### src/rtl/eis_pkg.sv
package eis_pkg;
    typedef enum logic [1:0] {
        SNS_LOW  = 2'b00,
        SNS_ANY  = 2'b01,
        SNS_FALL = 2'b10,
        SNS_RISE = 2'b11
    } sense_e;

    typedef enum logic [1:0] {
        GS_HALT = 2'b00,
        GS_FILL = 2'b01,
        GS_RUN  = 2'b10
    } gate_e;
endpackage

### src/rtl/eis_sync.sv
module eis_sync #(
    parameter int W      = 4,
    parameter int STAGES = 2
) (
    input  logic         clk,
    input  logic         rst_n,
    input  logic         tick,
    input  logic [W-1:0] d,
    output logic [W-1:0] q
);
    logic [W-1:0] stg [STAGES];

    always_ff @(posedge clk or negedge rst_n) begin
        if (!rst_n) begin
            for (int k = 0; k < STAGES; k++) stg[k] <= '1;
        end else if (tick) begin
            stg[0] <= d;
            for (int k = 1; k < STAGES; k++) stg[k] <= stg[k-1];
        end
    end

    assign q = stg[STAGES-1];
endmodule

### src/rtl/eis_gate.sv
module eis_gate
    import eis_pkg::*;
#(
    parameter int SYNC_STAGES = 2
) (
    input  logic  clk,
    input  logic  rst_n,
    input  logic  io_run,
    output logic  tick,
    output logic  arm,
    output gate_e state_o
);
    localparam int CW = $clog2(SYNC_STAGES + 1);
    localparam logic [CW-1:0] LIM = CW'(SYNC_STAGES);

    gate_e         state, nxt;
    logic [CW-1:0] cnt;

    // state register
    always_ff @(posedge clk or negedge rst_n) begin
        if (!rst_n) begin
            state <= GS_FILL;
            cnt   <= '0;
        end else begin
            state <= nxt;
            if (state != GS_FILL)  cnt <= '0;
            else if (cnt != LIM)   cnt <= cnt + 1'b1;
        end
    end

    // transitions: gate_off, gate_on, filled
    always_comb begin
        nxt = state;
        unique case (state)
            GS_HALT: if (io_run) nxt = GS_FILL;
            GS_FILL: begin
                if (!io_run)         nxt = GS_HALT;
                else if (cnt == LIM) nxt = GS_RUN;
            end
            GS_RUN:  if (!io_run) nxt = GS_HALT;
            default: nxt = GS_HALT;
        endcase
    end

    // outputs
    always_comb begin
        tick    = io_run;
        arm     = io_run && (state == GS_RUN);
        state_o = state;
    end
endmodule

### src/rtl/eis_edge_cell.sv
module eis_edge_cell
    import eis_pkg::*;
(
    input  logic   clk,
    input  logic   rst_n,
    input  logic   tick,
    input  logic   arm,
    input  logic   s,
    input  sense_e mode,
    input  logic   clr,
    output logic   flag
);
    logic prev;
    logic ev;

    always_comb begin
        unique case (mode)
            SNS_ANY:  ev = s ^ prev;
            SNS_FALL: ev = prev & ~s;
            SNS_RISE: ev = ~prev & s;
            default:  ev = 1'b0;
        endcase
    end

    always_ff @(posedge clk or negedge rst_n) begin
        if (!rst_n) begin
            prev <= 1'b1;
            flag <= 1'b0;
        end else begin
            if (tick) prev <= s;
            if (mode == SNS_LOW)  flag <= 1'b0;
            else if (arm && ev)   flag <= 1'b1;
            else if (clr)         flag <= 1'b0;
        end
    end
endmodule

### src/rtl/ext_irq_sense.sv
module ext_irq_sense
    import eis_pkg::*;
#(
    parameter int NPINS       = 4,
    parameter int SYNC_STAGES = 2
) (
    input  logic               clk_io,
    input  logic               rst_n,
    input  logic               io_run,
    input  logic [NPINS-1:0]   pin_i,
    input  logic [2*NPINS-1:0] sense_i,
    input  logic [NPINS-1:0]   en_i,
    input  logic [NPINS-1:0]   clr_i,
    output logic [NPINS-1:0]   flag_o,
    output logic [NPINS-1:0]   irq_o,
    output logic               wake_o
);
    logic             tick, arm;
    gate_e            gs;
    logic [NPINS-1:0] pin_s;

    eis_gate #(.SYNC_STAGES(SYNC_STAGES)) u_gate (
        .clk(clk_io), .rst_n(rst_n), .io_run(io_run),
        .tick(tick), .arm(arm), .state_o(gs)
    );

    eis_sync #(.W(NPINS), .STAGES(SYNC_STAGES)) u_sync (
        .clk(clk_io), .rst_n(rst_n), .tick(tick), .d(pin_i), .q(pin_s)
    );

    for (genvar i = 0; i < NPINS; i++) begin : g_pin
        sense_e md;
        assign md = sense_e'(sense_i[2*i +: 2]);

        eis_edge_cell u_cell (
            .clk(clk_io), .rst_n(rst_n), .tick(tick), .arm(arm),
            .s(pin_s[i]), .mode(md), .clr(clr_i[i]), .flag(flag_o[i])
        );

        // level path is purely combinational: works with the I/O clock off
        assign irq_o[i] = en_i[i] & ((md == SNS_LOW) ? ~pin_i[i] : flag_o[i]);
    end

    assign wake_o = |irq_o;
endmodule

### config.mk
export PLATFORM = sky130hd
export DESIGN_NAME = ext_irq_sense
export DESIGN_NICKNAME = d
export VERILOG_FILES = /design/src/rtl/eis_pkg.sv /design/src/rtl/eis_sync.sv /design/src/rtl/eis_gate.sv /design/src/rtl/eis_edge_cell.sv /design/src/rtl/ext_irq_sense.sv
export SDC_FILE = /design/constraint.sdc
export NUM_CORES = 1
export LEC_CHECK = 0
export ABC_AREA = 1
export BUFFER_PORTS_ARGS = -buffer_cell sky130_fd_sc_hd__clkbuf_2
export CORE_UTILIZATION = 35
export DETAILED_ROUTE_END_ITERATION = 8
export HOLD_SLACK_MARGIN = 0.06
export PLACE_DENSITY = 0.63
export SKIP_CTS_REPAIR_TIMING = 1
export SLEW_MARGIN = 20
export SYNTH_ARGS = -nofsm -noshare
export SYNTH_HDL_FRONTEND = slang
export SYNTH_SLANG_ARGS = --single-unit
### constraint.sdc
create_clock -name clk_io -period 2.55 [get_ports clk_io]
set_input_delay 0 -clock clk_io [delete_from_list [all_inputs] [get_ports clk_io]]
set_output_delay 0 -clock clk_io [all_outputs]
set_load 0.01 [all_outputs]
; Word-level counts from Yosys, hierarchy flattened
; Cells that the tools add are included.
[totals]
regBits = 20
out_inout_bits = 9
wordCells = 105
inputBits = 23
[classes]
reduce_logical = 17
n_bitwise = 28
mux = 27
n_addsub = 1
n_eq_ne = 20
[ops]
columns = cell, count
row1 = 2-bit == test (second input constant), 10
row2 = 1-bit two-way mux, 16
row3 = 1-bit AND, 12
row4 = 2-bit two-way mux, 6
row5 = 1-bit NOT, 12
row6 = 1-bit one-hot mux with 3 select lines, 4
row7 = 3-bit nonzero test, 4
row8 = 2-bit by 1-bit == test with 1-bit output (second input constant), 5
row9 = 2-bit logical NOT, 5
row10 = 2-bit != test (second input constant), 3
row11 = 2-bit one-hot mux with 3 select lines, 1
row12 = 1-bit logical AND, 5
row13 = 4-bit OR reduction, 1
row14 = 1-bit XOR, 4
row15 = 3-bit by 2-bit != test with 1-bit output (second input constant), 1
row16 = 3-bit AND reduction, 1
row17 = 2-bit by 1-bit adder with 2-bit output (second input constant), 1
row18 = 2-bit by 1-bit != test with 1-bit output (second input constant), 1
row19 = 2-bit nonzero test, 1

; Depth between registers and ports, before layout
; Gate-level depths: netlist of the first run.
[logic_depth]
depth_word = 6
ltp_mapped = 7
depth_no_buf = 7

; Cells and area by module
; From an unflattened synthesis of the first run, not the netlist that was laid out.
[unflattened]
hier_cells = 167
hier_area_um2 = 1234.9
[modules_own_cells]
columns = module, cells_per_inst, n_inst, area_per_inst_um2, seq_area_each_um2
row1 = eis_edge_cell, 20, 4, 145.1, 51.3
row2 = eis_sync, 38, 1, 345.3, 210.2
row3 = eis_gate, 24, 1, 195.2, 101.3
row4 = ext_irq_sense, 25, 1, 113.9, 0.0

; Worst setup path after synthesis of the first run
; Ideal clock, no wire load.
[synth_timing]
path_type = reg2reg
from = register g_pin[1].u_cell.prev
to = register g_pin[1].u_cell.flag
setup_ps = 74
synth_period_minus_slack_ps = 1187
required_ps = 2476
path_buffers = 0
arrival_ps = 1113
slack_ps = 1363
stages_incl_launch_ff = 6
path_cell_list = dfstp_2 > inv_1 > ha_1 > o21ai_0 > nand3_1 > o21ai_2
[synth_via]
elab_chain_len = 6
word_cells_on_any_way = 9
classes_between = 3 x mux / 4 x bitwise / 2 x reduce/logical
[synth_rtl]
columns = item, line_no
row1 = start: declaration, eis_edge_cell.sv:13  ; logic prev;
row2 = start signal: assignment, eis_edge_cell.sv:30  ; if (tick) prev <= s;
row3 = 1-bit NOT, eis_edge_cell.sv:20  ; SNS_RISE: ev = ~prev & s;
row4 = 1-bit AND, eis_edge_cell.sv:20
row5 = 1-bit one-hot mux with 3 select lines *, eis_edge_cell.sv:17  ; unique case (mode)
row6 = 1-bit logical AND *, eis_edge_cell.sv:32  ; else if (arm && ev) flag <= 1'b1;
row7 = 1-bit two-way mux, eis_edge_cell.sv:32
row8 = 1-bit two-way mux, eis_edge_cell.sv:31  ; if (mode == SNS_LOW) flag <= 1'b0;
row9 = end signal: assignment, eis_edge_cell.sv:31
row10 = end signal: assignment, eis_edge_cell.sv:32
row11 = end signal: assignment, eis_edge_cell.sv:33  ; else if (clr) flag <= 1'b0;
row12 = end: declaration, eis_edge_cell.sv:11  ; output logic flag
; Mark *: on every way between the ends. The rest lies on a longest branch, timed or not.
; A chain may end at the register's enable or synchronous reset.

; Worst setup path after layout of the first run
; Ends and elaborated chain as after synthesis.

==> results of run 1 <==
[cell usage in the layout, fill, tap and decap left out]
| cell type | n |
|---|---|
| nand2_1 | 43 |
| inv_1 | 32 |
| clkbuf_2 | 31 |
| nand3_1 | 16 |
| o21ai_0 | 13 |
| dfstp_2 | 13 |
| dlygate4sd3_1 | 13 |
| ha_1 | 9 |
| dfrtp_1 | 7 |
| nor2_1 | 6 |
| o21ai_1 | 3 |
| clkbuf_4 | 3 |
| a21oi_1 | 2 |
| inv_2 | 1 |
| a211oi_1 | 1 |
| nor3_1 | 1 |
| or2_2 | 1 |
| o21ai_2 | 1 |
| bufinv_16 | 1 |
[power groups by stage]
stage / clock network [mW] / registers (mW) / logic (mW)
4_1_cts: 0.274 / 0.400 / 0.185
3_3_place_gp: 0 / 0.403 / 0.173
6_report: 0.266 / 0.400 / 0.197
5_1_grt: 0.285 / 0.406 / 0.228
2_1_floorplan: 0 / 0.399 / 0.126
3_5_place_dp: 0 / 0.405 / 0.185
[tightest hold or removal path, stage by stage]
cell	delay, ns
clkbuf_2	0.25
nand2_1	0.14
nand2_1	0.05
[cells by family (layout without fill, tap and decap cells)]
| group | Yosys count | after routing | share of synthesized area |
|---|---|---|---|
| flops | 20 | 20 | 0.4398 |
| compound gates | 20 | 20 | 0.09052 |
| simple gates | 67 | 67 | 0.2343 |
| fa+ha+maj | 9 | 9 | 0.09585 |
| buf+inv | 39 | 81 | 0.1395 |
[registers in the layout (all words and copies together), names as in the netlist]
register           count
g_pin.u_cell.flag      4
g_pin.u_cell.prev      4
u_gate.cnt             2
u_gate.state_o         2
u_sync.q               4
u_sync.stg             4
[layer usage]
| metal | track usage | vias to the layer above |
|---|---|---|
| met4 | 0.06977 | 0 |
| met5 | 0 | - |
| met1 | 0.1710 | 482 |
| met2 | 0.2841 | 34 |
| met3 | 0.02814 | 6 |
| li1 | - | 557 |
[per-stage QoR]
| stage | area [sq um] | cells | setup WS (ns) | power, mW | hold slack (ns) |
|---|---|---|---|---|---|
| finish | 1528 | 241 | 0.6854 | 0.8625 | 0.1183 |
| global route | 1528 | 241 | 0.5885 | 0.9189 | 0.1617 |
| CTS | 1398 | 228 | 1.250 | 0.8588 | -0.3575 |
| detailed placement | 1345 | 224 | 1.283 | 0.5892 | 0.0001497 |
| global placement | 1345 | 224 | 1.317 | 0.5754 | -0.009901 |
| floorplan | 1175 | 155 | 1.363 | 0.5252 | -0.2956 |
[path summary, 6_finish.rpt]
path / to / slack, ns
hold / removal: u_sync.stg[6] / 0.12
min in group asynchronous: u_gate.cnt[0] / 0.17
setup reg to reg: g_pin[1].u_cell.flag / 0.69
max in group asynchronous: u_sync.q[3] / 2.01
setup / recovery: g_pin[1].u_cell.flag / 0.69
hold reg to reg: u_sync.stg[6] / 0.48
[cell type report]
class                   count  area share
flip-flops and latches     20      0.3382
clock inverters             1     0.01966
repair buffers             44      0.1867
multi-input cells          96      0.3235
inverters                  33     0.08108
clock buffers               3     0.01474
well taps                  44     0.03604
==> metrics.md, run 1 <==
| Metric | Value |
|---|---|
| Initial core utilization | 0.3756 |
| Worst path arrival time | 2.12 ns |
| Combined area of the multi-input logic cells | 494.2 sq um |
| I/O Buffers | 31 |
| Final Skew | 0.003622 ns |
| Slew @ Worst Pin | 0.5095 ns |
| Post-Syn Area | 0.001175 sq mm |
| Die Width | between 50 and 60 um |
| Initial antenna violation count | 0 |
| Hpwl dp | 1918 um |
| Status | complete, no violations |
| Sw Share | 0.2834 |
| TritonCTS Buffers | 3 |
| Wire length per cell | 10.50 um |
| Critical path fanouts, max | 2 |
| Core Box Area | 0.003128 sq mm |
| Final WL | approximately 2500 um |
| First-pass DRT Iterations | 4 |
| Fillers | 321 |
| CP max stage cell | dlygate4sd3_1 |
| Synth cell count leaders | nand2_1, inv_1, nand3_1 |
| Met2 wire length | 1223 um |
| Metal1 wirelength | 1178 um |
| Via Count | 1079 |
| Mean post-synth cell area | 7.580 sq um |
| Chip Height | 59.94 um |
| Share of cells above drive strength 1 | 0.2589 |
| Max H-tree Level | 1 |
| Yosys top cell by area | dfstp_2 |
| R2r startpoint | g_pin[1].u_cell.prev |
| Max VDD drop | 0.2161 mV |
| Kind of critical path | register to register |
| Grt total ovfl | 0 |
| Pins Over Slew Limit | 0 |
| N_diodes | 0 |
| Pin count of the biggest net entering global routing | 24 |
| Worst hold stages | 3 |
| Sequential power share | 0.463 |
| Starting DRT DRC Count | 33 |
| Clock Power Share | 0.308 |
| Synth area leaders | dfstp_2, dfrtp_1, nand2_1 |
| Max-cap violations | 0 |
| Util after Layout | 0.4884 |
| GRT Total Usage | 0.1546 |
| Met3 Routed Length | 90 um |
| Yosys warns | 0 |
| Final ANT Viol Nets | 0 |
| Crit-path max cell delay | between 0.5 and 0.6 ns |
| Standard-cell rows | 20 |
| Max Freq | 536.3 MHz |
| Top sig layer | met4 |
| CTS tree | yes |
| Net Switching | 0.2444 mW |
| Yosys cell types | 17 |
| Comb pwr share | 0.228 |
| CTS Root Cell | clkbuf_4 |
| EDFF count, synth | 0 |
| Int Pwr | 0.6181 mW |
| Levels on crit path | 6 |
| Final GP Congestion | 0.7087 |
| CTS Sinks | 20 |
| Hold Fails Final Rpt | 0 |
| Via/cell ratio | 4.477 |
| Worst path bufs/invs | 2 |
| Yosys top cell area share | 0.2907 |
| Crit share post-route | 0.7312 |
| Hold crit path type | primary input to register |
| # IOs | 32 |
| Pwr/cell area | between 500 and 600 mW/mm^2 |
| # setup viols final | 0 |
| Leakage | between 0.8 and 0.9 nW |
| Worst path cell trace | inv_1, ha_1, o21ai_0, nand3_1, o21ai_2, dlygate4sd3_1 |
| First-pass GRT wire length | 4036 um |
| Die ar. | 0.003592 sq mm |
| Final nets | 230 |
| Slew headroom | 0.6603 |
| Post-synthesis sequential area ratio | 0.4398 |
| Number of global-route vias before repair | between 1000 and 1500 |
| Most frequent cell after synthesis | nand2_1 |
| Synth-to-Final Area Change | 30.03% |
| Synthesized Nets | 187 |
| Data required, critical path | 2.81 ns |
| Hold Path Origin | io_run |
| Setup TNS Final | 0 ns |
| Post-synth top flop | dfstp_2 |
| CP startpoint kind | register |
| Final min period | between 1.5 and 2 ns |
| Clk_lat worst skew | 0.31 ns |
| Unrepaired setup endpoints after global routing | false |
| Yosys reg bits | 20 |
| Worst setup EP type | register |
| DRC violations left | 0 |
| Register-to-Register Path Depth | 6 |
| Reg clk slew, reported paths | 0.12 ns |
| Max Root-Sink Buffers | 2 |
| FF/Latch Area | 516.7 sq um |
| Critical Path Start | g_pin[1].u_cell.prev |
| Asr flop ratio synth | 1.000 |
| Delay-heaviest family, CP | buffers and inverters |
| Cells after Synth | 155 |
Note: power is estimated with default switching activity, not from simulation.
==> inputs of run 2 (changes only) <==
ABC_AREA = 0   (was 1)
PLACE_DENSITY = 0.66   (was 0.63)
clock period = 1.6 ns   (was 2.55 ns; I/O delays follow)
==> run 2 against run 1 <==
  * Wire length down 11%
  * Highest routed layer unchanged
  * Total power up 37%
  * Clock skew up 0.0080 ns
  * Critical path depth unchanged
  * Combinational power up 52%
  * Non-clock buffer count up 3
  * Flip-flop and latch count unchanged
==> metrics.md, run 2 <==
| Metric | Value |
|---|---|
| CTS Root Cell | clkbuf_4 |
| R2r setup slk | between 0.2 and 0.3 ns |
| Slew @ Worst Pin | 0.4972 ns |
| Yosys top cell area share | 0.2997 |
| Initial core utilization | 0.3703 |
| Setup TNS Final | 0 ns |
| Reg-to-Reg End | g_pin[1].u_cell.flag |
| Fillers | 297 |
| Leakage | 0.7304 nW |
| # setup viols final | 0 |
| Combined area of the multi-input logic cells | 524.3 sq um |
| N_diodes | 0 |
| Met2 Use GR | 0.2451 |
| Crit share post-route | 0.9773 |
| Asr flop ratio synth | 1.000 |
| Starting DRT DRC Count | 37 |
| Max-cap violations | 0 |
| Hold crit path type | primary input to register |
| Final Skew | between 0.01 and 0.015 ns |
| CTS tree | yes |
| Crit-path max cell delay | roughly 0.54 ns |
| Yosys top cell by area | dfstp_2 |
| Synthesized Nets | 150 |
| CP max stage cell | dlygate4sd3_1 |
| Synth area leaders | dfstp_2, dfrtp_1, ha_1 |
| TritonCTS Buffers | 3 |
| First-pass DRT Iterations | 4 |
| Pin count of the biggest net entering global routing | 22 |
| Max Freq | 639.5 MHz |
| Data required, critical path | roughly 1.6 ns |
| Post-synthesis sequential area ratio | 0.4533 |
| Yosys warns | 0 |
| Number of global-route vias before repair | 874 |
| Max VDD drop | 0.5734 mV |
| Post-Syn Area | roughly 0.0011 sq mm |
| Wire length per cell | approximately 11 um |
| Yosys cell types | 26 |
| Post-synth top flop | dfstp_2 |
| EDFF count, synth | 0 |
| CP dominant cell by count | clkbuf_2 |
| First-pass GRT wire length | between 3000 and 4000 um |
| Critical path fanouts, max | 4 |
| Grt total ovfl | 0 |
| Final min period | 1.564 ns |
| Delay-heaviest family, CP | buffers and inverters |
| Most frequent cells in the layout | clkbuf_2, inv_1, o21ai_0 |
| R2r startpoint | g_pin[1].u_cell.prev |
| GRT Total Usage | 0.1391 |
| GR Util met1 | 0.1685 |
| FF/Latch Area | 516.7 sq um |
| Initial antenna violation count | 0 |
| Kind of critical path | primary input to output pin |
| Hold Fails Final Rpt | 0 |
| Synth-to-Final Area Change | 31.17% |
| # IOs | 32 |
| Via Count | 949 |
| Max Root-Sink Buffers | 2 |
| Pwr/cell area | 792.0 mW/mm^2 |
| Share of cells above drive strength 1 | 0.3190 |
| Max H-tree Level | 1 |
| Worst path arrival time | 1.56 ns |
| Standard-cell rows | 20 |
| Status | complete, no violations |
| Util after Layout | 0.4858 |
| Final ANT Viol Nets | 0 |
| Pins Over Slew Limit | 0 |
| Worst setup EP type | output pin |
| Core Box Area | ~0.0031 sq mm |
| Slew headroom | 0.6686 |
| Grt met3 use | 0.03275 |
| Hpwl dp | 1617 um |
| Die ar. | roughly 0.0035 sq mm |
| Hold Path Origin | sense_i[3] |
| DRC violations left | 0 |
| Final WL | 2244 um |
| Final nets | 196 |
| I/O Buffers | 31 |
| Cells after Synth | around 120 |
| Yosys reg bits | 20 |
| Mean post-synth cell area | 9.660 sq um |
| Most crowded layer after global routing | met2 |
| Most common cell after layout, fill and taps aside | clkbuf_2 |
| Fin Hold WS | 0.04919 ns |
| CTS Sinks | 20 |
| Reg clk slew, reported paths | ~0.11 ns |
| Chip Height | 59.07 um |
| Worst path cell trace | dlygate4sd3_1, clkbuf_2, o21ai_1, a21boi_1, or4_1, clkbuf_2 |
| Synth cell count leaders | inv_1, o21ai_0, dfstp_2 |
| Clk_lat worst skew | 0.30 ns |
| Worst hold stages | 4 |
| Die Width | 59.07 um |
| CP startpoint kind | primary input |
| Worst Hold End | g_pin[1].u_cell.flag |
| Final GP Congestion | ~0.72 |
| Register-to-Register Path Depth | 5 |
| Worst path bufs/invs | 3 |
| Via/cell ratio | 4.585 |
-- run 2: cell count changes after synthesis, moves of 4 or more --
cell and change:
or3_1 +4, nand2_1 -34, a21oi_1 +4, inv_1 -16, nand3_1 -16, mux2_2 +4, nor2b_1 +4
-- run 2: stage by stage --
stage          cell area, sq um  worst slack [ns]  power (mW)  instances
4_1_cts                    1345           0.05240       1.175        192
3_3_place_gp               1319            0.3022      0.8999        188
3_5_place_dp               1319            0.2593      0.9226        188
5_1_grt                    1495         -0.006602       1.282        207
2_1_floorplan              1140            0.3202      0.8242        118
6_report                   1495           0.03633       1.184        207
-- run 2: worst max-delay path by stage --
stage / startpoint / to / cells after the start
finish: sense_i[4] / wake_o / 6
global route: sense_i[4] / wake_o / 6
CTS: g_pin[2].u_cell.flag / wake_o / 4
detailed placement: g_pin[1].u_cell.prev / g_pin[1].u_cell.flag / 5
global placement: g_pin[1].u_cell.prev / g_pin[1].u_cell.flag / 5
floorplan: g_pin[1].u_cell.prev / g_pin[1].u_cell.flag / 5
-- run 2: logic make-up (layout without fill, tap and decap cells) --
kind of cell,after synthesis,count (layout),synth area share
buffers and inverters,22,67,0.08671
xor gates and xnor gates,1,1,0.007685
muxes,7,7,0.06586
DFF,20,20,0.4534
adders and majority gates,9,9,0.09879
and+or+nand+nor,27,27,0.1240
AOI/OAI and AO/OA,32,32,0.1636
-- run 2: cell type report --
cell class / count / area share
Multi-Input combinational cell: 76 / 0.3506
Sequential cell: 20 / 0.3456
Timing Repair Buffer: 47 / 0.2092
Inverter: 16 / 0.04017
Tap cell: 44 / 0.03682
Clock buffer: 4 / 0.01757
-- run 2: tightest hold or removal path: stages --
cell	delay, ns
clkbuf_2	0.11
nand2_1	0.06
nor3_1	0.04
a21oi_1	0.11
-- run 2: report_power, final --
group	total [mW]	leakage [nW]	switching, mW	internal (mW)
Clock	0.242	0.0150	0.145	0.0970
Sequential	0.642	0.232	0.0420	0.600
Combinational	0.299	0.483	0.151	0.148
Total	1.18	0.730	0.339	0.845
-- run 2: per-layer routing --
layer | wire, um | up-vias
li1 | - | 483
met1 | 1080 | 437
met2 | 1046 | 27
met3 | 103 | 2
met4 | 13 | 0
met5 | 0 | -
==> inputs of run 3 (changes only) <==
RECOVER_POWER = 100   (was not set)
SLEW_MARGIN = 0   (was 20)
==> run 3 against run 2 <==
  * Count of clock-buffer cells in the layout unchanged
  * Wire length up 0.31%
  * Sequential power down 1%
  * Combinational power about the same
  * Critical path type unchanged
==> metrics.md, run 3 (synthesis gave the netlist of run 2 again) <==
| Metric | Value |
|---|---|
| Status | complete, no violations |
| Comb pwr share | 0.253 |
| Final nets | 196 |
| Final WL | about 2300 um |
| GRT Total Usage | 0.1391 |
| Max Root-Sink Buffers | 2 |
| Final GP Congestion | 0.7184 |
| CP dominant cell by count | clkbuf_2 |
| Share of cells above drive strength 1 | 0.2393 |
| Grt total ovfl | 0 |
| Die ar. | about 0.0035 sq mm |
| Clk_lat worst skew | 0.30 ns |
| First-pass DRT Iterations | 4 |
| Synth-to-Final Area Change | 30.52% |
| Slew @ Worst Pin | 1.052 ns |
| Max VDD drop | about 0.57 mV |
| Leakage | 0.7079 nW |
| Crit share post-route | 0.9752 |
| Sequential power share | 0.540 |
| Met3 Routed Length | 108 um |
| Core Box Area | just over 0.003 sq mm |
| Delay-heaviest family, CP | buffers and inverters |
| # setup viols final | 0 |
| Top sig layer | met4 |
| Hpwl dp | ~1600 um |
| Clock Power Share | 0.207 |
| Data required, critical path | 1.60 ns |
| Pins Over Slew Limit | 0 |
| Wire length per cell | 10.87 um |
| Worst setup EP type | output pin |
| Worst path cell trace | dlygate4sd3_1, clkbuf_2, o21ai_1, a21boi_1, or4_1, clkbuf_2 |
| Final Skew | 0.01125 ns |
| Hold crit path type | primary input to register |
| DRC violations left | 0 |
| CP startpoint kind | primary input |
| Sw Share | 0.2883 |
| Pre-CTS setup slack | ~0.26 ns |
| Standard-cell rows | 20 |
| Via/cell ratio | 4.614 |
| Most common cell after layout, fill and taps aside | clkbuf_2 |
| Max Freq | 640.9 MHz |
| Pin count of the biggest net entering global routing | 22 |
| Via Count | 955 |
| Crit-path max cell delay | 0.54 ns |
| Reg clk slew, reported paths | ~0.11 ns |
| I/O Buffers | 31 |
| # IOs | 32 |
| Starting DRT DRC Count | 30 |
| Setup TNS Final | 0 ns |
| Most frequent cells in the layout | clkbuf_2, inv_1, o21ai_0 |
| Worst path bufs/invs | 3 |
| Final ANT Viol Nets | 0 |
| Met2 wire length | ~1100 um |
| Metal1 wirelength | 1069 um |
| Final min period | 1.560 ns |
| CTS Sinks | 20 |
| N_diodes | 0 |
| Pwr/cell area | 790.2 mW/mm^2 |
| Worst path arrival time | 1.56 ns |
| Max-cap violations | 0 |
| Fin Hold WS | 0.04783 ns |
| Int Pwr | about 0.84 mW |
| Max H-tree Level | 1 |
| First-pass GRT wire length | 3615 um |
| CTS tree | yes |
| Initial antenna violation count | 0 |
| Initial core utilization | 0.3703 |
| Die Width | 59.07 um |
| Hold Fails Final Rpt | 0 |
| Slack of the critical path | approximately 0.040 ns |
| Number of global-route vias before repair | between 800 and 900 |
| Chip Height | 59.07 um |
| CP max stage cell | dlygate4sd3_1 |
| Fillers | 301 |
| TritonCTS Buffers | 3 |
| CTS Root Cell | clkbuf_4 |
| Net Switching | 0.3389 mW |
| Slew headroom | 0.2988 |
| Critical path fanouts, max | 4 |
| Kind of critical path | primary input to output pin |
==> run 3: power by group through the flow <==
stage          sequential [mW]  clock [mW]  combinational [mW]
2_1_floorplan            0.642           0               0.182
3_3_place_gp             0.647           0               0.252
3_5_place_dp             0.652           0               0.270
4_1_cts                  0.643       0.259               0.273
5_1_grt                  0.646       0.273               0.352
6_report                 0.635       0.243               0.298
==> run 3: metal layers <==
metal / vias to the layer above / global-route usage
li1: 482 / -
met1: 442 / 0.1685
met2: 29 / 0.2451
met3: 2 / 0.03275
met4: 0 / 0.04082
met5: - / 0
==> run 3: path summary, 6_finish.rpt <==
kind / startpoint / to / slack [ns] / depth (start not counted)
setup reg to reg: g_pin[1].u_cell.prev / g_pin[1].u_cell.flag / 0.25 / 5
hold / removal: sense_i[3] / g_pin[1].u_cell.flag / 0.05 / 4
min in group asynchronous: rst_n / g_pin[2].u_cell.flag / 0.39 / 2
max in group asynchronous: rst_n / u_gate.state_o[1] / 0.56 / 2
setup / recovery: sense_i[4] / wake_o / 0.04 / 6
hold reg to reg: u_gate.state_o[1] / u_gate.state_o[0] / 0.48 / 1
==> run 3: worst reg2reg max path, stage by stage, from the launching register on <==
cell      delay [ns]
dfstp_1         0.53
inv_1           0.06
ha_1            0.27
nand2b_1        0.14
a21o_1          0.15
a21oi_1         0.14
==> run 3: stage by stage <==
step | cell area, sq um | utilization | std cells | power (mW)
4_1_cts | 1345 | 0.4370 | 192 | 1.175
5_1_grt | 1488 | 0.4833 | 207 | 1.272
3_5_place_dp | 1319 | 0.4285 | 188 | 0.9226
3_3_place_gp | 1319 | 0.4285 | 188 | 0.8999
2_1_floorplan | 1140 | - | 118 | 0.8242
6_report | 1488 | 0.4833 | 207 | 1.176
==> run 3: layout make-up <==
type	count	area [sq um]	area share
tap	44	55.05	0.03701
clock buffer	4	26.28	0.01766
inverter	16	60.06	0.04037
timing repair buffer	47	305.3	0.2052
sequential	20	516.7	0.3474
multi-input combinational	76	524.3	0.3524
